**config.mk**
```make
export PLATFORM = sky130hd
export DESIGN_NAME = lu_stall_unit
export DESIGN_NICKNAME = d
export VERILOG_FILES = /design/src/rtl/lu_pkg.sv /design/src/rtl/lu_pc_reg.sv /design/src/rtl/lu_fd_reg.sv /design/src/rtl/lu_dx_reg.sv /design/src/rtl/lu_hazard_fsm.sv /design/src/rtl/lu_stall_unit.sv
export SDC_FILE = /design/constraint.sdc
export NUM_CORES = 1
export LEC_CHECK = 0
export BUFFER_PORTS_ARGS = -buffer_cell sky130_fd_sc_hd__buf_2
export CORE_MARGIN = 2
export CORE_UTILIZATION = 30
export DETAILED_ROUTE_END_ITERATION = 8
export PLACE_DENSITY = 0.5
export REMOVE_ABC_BUFFERS = 1
export SLEW_MARGIN = 20
export SYNTH_ARGS = -nofsm -noshare
export SYNTH_HDL_FRONTEND = slang
export SYNTH_SLANG_ARGS = --single-unit
```
**constraint.sdc**
```tcl
create_clock -name clk -period 2.5 [get_ports clk]
set_input_delay 0.25 -clock clk [delete_from_list [all_inputs] [get_ports clk]]
set_output_delay 0.25 -clock clk [all_outputs]
set_load 0.02 [all_outputs]
```
**src/rtl/lu_pkg.sv**
```systemverilog
package lu_pkg;
    typedef enum logic [0:0] {
        ST_FLOW   = 1'b0,
        ST_BUBBLE = 1'b1
    } lu_state_t;
endpackage

```
**src/rtl/lu_pc_reg.sv**
```systemverilog
module lu_pc_reg #(
    parameter int XLEN = 32,
    parameter int STEP = 4
) (
    input  logic            clk,
    input  logic            rst_n,
    input  logic            we,
    output logic [XLEN-1:0] pc
);
    localparam logic [XLEN-1:0] STEP_V = XLEN'(STEP);

    always_ff @(posedge clk or negedge rst_n) begin
        if (!rst_n)  pc <= '0;
        else if (we) pc <= pc + STEP_V;
    end
endmodule

```
**src/rtl/lu_fd_reg.sv**
```systemverilog
module lu_fd_reg #(
    parameter int XLEN = 32,
    parameter int IW   = 32
) (
    input  logic            clk,
    input  logic            rst_n,
    input  logic            we,
    input  logic [IW-1:0]   instr_in,
    input  logic [XLEN-1:0] pc_in,
    output logic [IW-1:0]   instr_q,
    output logic [XLEN-1:0] pc_q
);
    always_ff @(posedge clk or negedge rst_n) begin
        if (!rst_n) begin
            instr_q <= '0;
            pc_q    <= '0;
        end else if (we) begin
            instr_q <= instr_in;
            pc_q    <= pc_in;
        end
    end
endmodule

```
**src/rtl/lu_dx_reg.sv**
```systemverilog
module lu_dx_reg #(
    parameter int CW = 8,
    parameter int RW = 5
) (
    input  logic          clk,
    input  logic          rst_n,
    input  logic [CW-1:0] ctrl_in,
    input  logic [RW-1:0] rt_in,
    output logic [CW-1:0] ctrl_q,
    output logic [RW-1:0] rt_q
);
    always_ff @(posedge clk or negedge rst_n) begin
        if (!rst_n) begin
            ctrl_q <= '0;
            rt_q   <= '0;
        end else begin
            ctrl_q <= ctrl_in;
            rt_q   <= rt_in;
        end
    end
endmodule

```
**src/rtl/lu_hazard_fsm.sv**
```systemverilog
module lu_hazard_fsm
    import lu_pkg::*;
#(
    parameter int CW = 8,
    parameter int RW = 5
) (
    input  logic          clk,
    input  logic          rst_n,
    input  logic          ex_mem_read,
    input  logic [RW-1:0] ex_rt,
    input  logic [RW-1:0] dec_rs,
    input  logic [RW-1:0] dec_rt,
    input  logic [CW-1:0] dec_ctrl,
    output logic          pc_we,
    output logic          ifid_we,
    output logic [CW-1:0] dx_ctrl
);
    lu_state_t state, state_nx;
    logic      hazard;

    assign hazard = ex_mem_read && ((ex_rt == dec_rs) || (ex_rt == dec_rt));

    always_ff @(posedge clk or negedge rst_n) begin
        if (!rst_n) state <= ST_FLOW;
        else        state <= state_nx;
    end

    always_comb begin
        state_nx = state;
        unique case (state)
            ST_FLOW:   state_nx = hazard ? ST_BUBBLE : ST_FLOW;
            ST_BUBBLE: state_nx = ST_FLOW;
            default:   state_nx = ST_FLOW;
        endcase
    end

    always_comb begin
        pc_we   = !hazard;
        ifid_we = !hazard;
        dx_ctrl = hazard ? '0 : dec_ctrl;
    end

    // a bubble in execute carries a zero control word, so no repeat stall
    assert_single_bubble_R7: assert property (@(posedge clk) disable iff (!rst_n)
        (state == ST_BUBBLE) |-> !hazard);

    // without a memory read in execute there is never a stall
    assert_nonload_no_stall_R6: assert property (@(posedge clk) disable iff (!rst_n)
        !ex_mem_read |-> (pc_we && ifid_we));
endmodule

```
**src/rtl/lu_stall_unit.sv**
```systemverilog
module lu_stall_unit #(
    parameter int XLEN    = 32,
    parameter int IW      = 32,
    parameter int CW      = 8,
    parameter int RW      = 5,
    parameter int MR_BIT  = 1,
    parameter int RS_LSB  = 21,
    parameter int RT_LSB  = 16,
    parameter int PC_STEP = 4
) (
    input  logic            clk,
    input  logic            rst_n,
    input  logic [IW-1:0]   fetch_instr,
    input  logic [CW-1:0]   dec_ctrl,
    output logic [XLEN-1:0] pc_q,
    output logic            pc_we,
    output logic            ifid_we,
    output logic [IW-1:0]   ifid_instr,
    output logic [XLEN-1:0] ifid_pc,
    output logic [CW-1:0]   idex_ctrl_d,
    output logic [CW-1:0]   ex_ctrl,
    output logic [RW-1:0]   ex_rt
);
    localparam int RS_MSB = RS_LSB + RW - 1;
    localparam int RT_MSB = RT_LSB + RW - 1;

    logic [RW-1:0] dec_rs, dec_rt;
    assign dec_rs = ifid_instr[RS_MSB:RS_LSB];
    assign dec_rt = ifid_instr[RT_MSB:RT_LSB];

    lu_pc_reg #(.XLEN(XLEN), .STEP(PC_STEP)) u_pc (
        .clk(clk), .rst_n(rst_n), .we(pc_we), .pc(pc_q)
    );

    lu_fd_reg #(.XLEN(XLEN), .IW(IW)) u_fd (
        .clk(clk), .rst_n(rst_n), .we(ifid_we),
        .instr_in(fetch_instr), .pc_in(pc_q),
        .instr_q(ifid_instr), .pc_q(ifid_pc)
    );

    lu_hazard_fsm #(.CW(CW), .RW(RW)) u_fsm (
        .clk(clk), .rst_n(rst_n),
        .ex_mem_read(ex_ctrl[MR_BIT]), .ex_rt(ex_rt),
        .dec_rs(dec_rs), .dec_rt(dec_rt), .dec_ctrl(dec_ctrl),
        .pc_we(pc_we), .ifid_we(ifid_we), .dx_ctrl(idex_ctrl_d)
    );

    lu_dx_reg #(.CW(CW), .RW(RW)) u_dx (
        .clk(clk), .rst_n(rst_n),
        .ctrl_in(idex_ctrl_d), .rt_in(dec_rt),
        .ctrl_q(ex_ctrl), .rt_q(ex_rt)
    );

    // a stall holds PC and the fetch/decode register
    assert_stall_holds_R4: assert property (@(posedge clk) disable iff (!rst_n)
        !pc_we |=> ($stable(pc_q) && $stable(ifid_instr) && $stable(ifid_pc)));

    // an enabled PC steps by the configured increment
    assert_pc_step_R2: assert property (@(posedge clk) disable iff (!rst_n)
        pc_we |=> (pc_q == $past(pc_q) + XLEN'(PC_STEP)));

    // a stall puts a zero control word into execute on the next cycle
    assert_bubble_zero_R5: assert property (@(posedge clk) disable iff (!rst_n)
        !ifid_we |=> (ex_ctrl == '0));

    // a stall only follows a memory read whose destination feeds decode
    assert_stall_cause_R3: assert property (@(posedge clk) disable iff (!rst_n)
        !pc_we |-> (ex_ctrl[MR_BIT] && ((ex_rt == dec_rs) || (ex_rt == dec_rt))));
endmodule

```
==> impl_metrics.ini <==
[sta]
finalHoldViolCount = 0
setup_viol = 0
setup_slack_ns = 0.228
worstMarginPinSlew_ns = 0.753
finClkSkew_ns = 0.00542
period_minus_slack_ns = 2.27
slew_headroom = 0.497
fmaxAchievable_ghz = 0.440
rsz0062_at_grt = false
slew_violations = 0
final.period_utilization = 0.909
hold_slack_ns = 0.0914

[clocking]
path_clk_slew_ns = 0.07
hold_buffers = 1
cts_buffers = 9
insertion_delay_ns = 0.35
clock_path_buffers = 2
post_cts_resized = 0
h-tree-depth = 3
cts_setup_buffers = 0
cts.sinks = 105
cts_tree = yes
cts_root_buf = clkbuf_16

[floorplan]
fp-row-count = 44
core_area_sq_um = 14400
fp.dieH_um = 125
die_x_um = 125
dieArea_sq_um = 15500
start_util = 0.304
ioPinCount = 161

[pwr]
p_leak_uw = 0.00306
p_int_uw = 3050
power_density_nw_per_um2 = 782
switchingPower_uw = 1360
swShare = 0.308
ir_drop_mv = 0.448
p_comb_frac = 0.196
power_uw = 4410
pwr-share-clk = 0.335
pwr-share-seq = 0.469

[finish]
layout-drive-gt1-share = 0.338
fin_util = 0.392
layout_commonest_cell = nand2_1
final_area_sq_um = 5630
final_cell_mix = 192 x nand2_1, 155 x buf_2, 105 x dfrtp_1
finish.net_count = 626
antenna_cells = 0
area_growth_pct = 29.1

[place]
dpl_cell_area_sq_um = 5320
place_congestion = 0.727
post-place-ws_ns = 0.448
io_buffer_count = 156
dpl.hpwl_um = 7060

[worst_setup_path]
critPathLaunchType = register
path_class = register to primary output
r2r_end = u_pc.pc[11]
regToRegSetupSlack_ns = 0.49
reg2reg_depth = 7
rr_startpoint = u_dx.rt_q[1]
crit_start = u_dx.rt_q[1]
cp.required_ns = 2.25
end_kind = primary output
path_max_fanout = 33
crit_end = idex_ctrl_d[3]
crit_arrival_ns = 2.02

[global_route]
grt_max_degree = 89
overflow = 0
antenna_found_initial = 0
grt_pass1_vias = 3333
grt_first_pass_wirelength_um = 17400
grt_use_total = 0.138

[yosys]
syn-cell-area_sq_um = 4370
yosysUniqueCellTypes = 29
syn_avg_cell_area_sq_um = 10.2
ys.flop_type = dfrtp_1
ys_seq_elements = 105
synth_async_sr_flop_share = 1.00
yosys_warnings = 0
yosys.area.top_type = dfrtp_1
ys_seq_area_frac = 0.602
synthTopCellsByArea = dfrtp_1 60%, nand2_1 17%, xnor2_1 4.6%, xor2_1 3.2%, nor4_2 2.6%
syn_inst = 429
yosysTopAreaCellShare = 0.602
synth_edf_count = 0

[detailed_routing]
routed-via-count = 3356
drtPass1Iterations = 4
wl_per_cell_um = 13.3
drtAntennaViolNets = 0
via_per_inst = 4.35
drtIter0Drc = 213
post-route-drc-count = 0
routed_wl_um = 10300

[min_path]
hold_class = input pin to register
hp-start = fetch_instr[14]

[status]
status = complete, no violations

[run]
drv_cap = 0
## worst min path at each step
| stage | end | slack (ns) | cells past startpoint |
|---|---|---|---|
| detailed placement | u_fd.pc_q[22] | 0.37 | 1 |
| global route | u_fd.instr_q[19] | 0.08 | 3 |
| floorplan | u_dx.ctrl_q[0] | -0.05 | 0 |
| finish | u_fd.instr_q[14] | 0.09 | 3 |
| CTS | u_fd.instr_q[14] | 0.08 | 3 |
| global placement | u_fd.pc_q[22] | 0.36 | 1 |
## flip-flops by register name, summed over array words and instances, names as in the netlist
| name | count |
|---|---|
| u_dx.ctrl_q | 8 |
| u_dx.rt_q | 5 |
| u_fd.instr_q | 32 |
| u_fd.pc_q | 30 |
| u_pc.pc | 30 |
## area by class of cell
| cell class | count | area [sq um] |
|---|---|---|
| multi-input cells | 297 | 1570 |
| inverters | 6 | 22.5 |
| fillers | 1467 | 8730 |
| repair buffers | 164 | 871 |
| clock buffers | 14 | 274 |
| flip-flops and latches | 105 | 2630 |
| well taps | 184 | 230 |
| clock inverters | 2 | 35.0 |
## through the flow
stage	cells	setup TNS (ns)
3_3_place_gp	755	0
5_1_grt	772	0
2_1_floorplan	408	-76.54
3_5_place_dp	755	0
6_report	772	0
4_1_cts	772	0
## kinds of logic after synthesis
logic type | Yosys count | synth area share
AOI/OAI and AO/OA | 5 | 0.00917
and+or+nand+nor | 248 | 0.267
xor gates and xnor gates | 39 | 0.0782
other | 1 | 0.000859
DFF | 105 | 0.602
buffers and inverters | 30 | 0.0401
adders and majority gates | 1 | 0.00287
## power groups by stage
stage | clock [uW] | combinational [uW] | sequential (uW)
2_1_floorplan | 0 | 290 | 2310
3_3_place_gp | 0 | 877 | 2090
3_5_place_dp | 0 | 885 | 2100
4_1_cts | 1520 | 883 | 2070
5_1_grt | 1600 | 961 | 2100
6_report | 1470 | 864 | 2070
## cells in the mapped netlist (6+ instances only)
cell type and number:
nand2_1 192, dfrtp_1 105, xnor2_1 23, xor2_1 16, buf_4 12, nand3_1 9, nor4_2 9, and2_1 8
buf_2 8, nand4_1 7, nor3_1 6
## worst max-delay path, cell delays in order, from the launching register on
cell and delay (ns):
dfrtp_1 0.41, xnor2_1 0.17, nand4_1 0.17, o22ai_4 0.24
inv_2 0.25, and2_1 0.26, buf_2 0.16
## routing by layer
| metal | wire [um] | global-route usage | vias up |
|---|---|---|---|
| met5 | 0 | 0 | - |
| met4 | 206 | 0.0615 | 0 |
| met3 | 563 | 0.0331 | 13 |
| met2 | 4840 | 0.218 | 88 |
| met1 | 4670 | 0.181 | 1604 |
| li1 | - | - | 1651 |
Power figures use the tool's default switching activity.
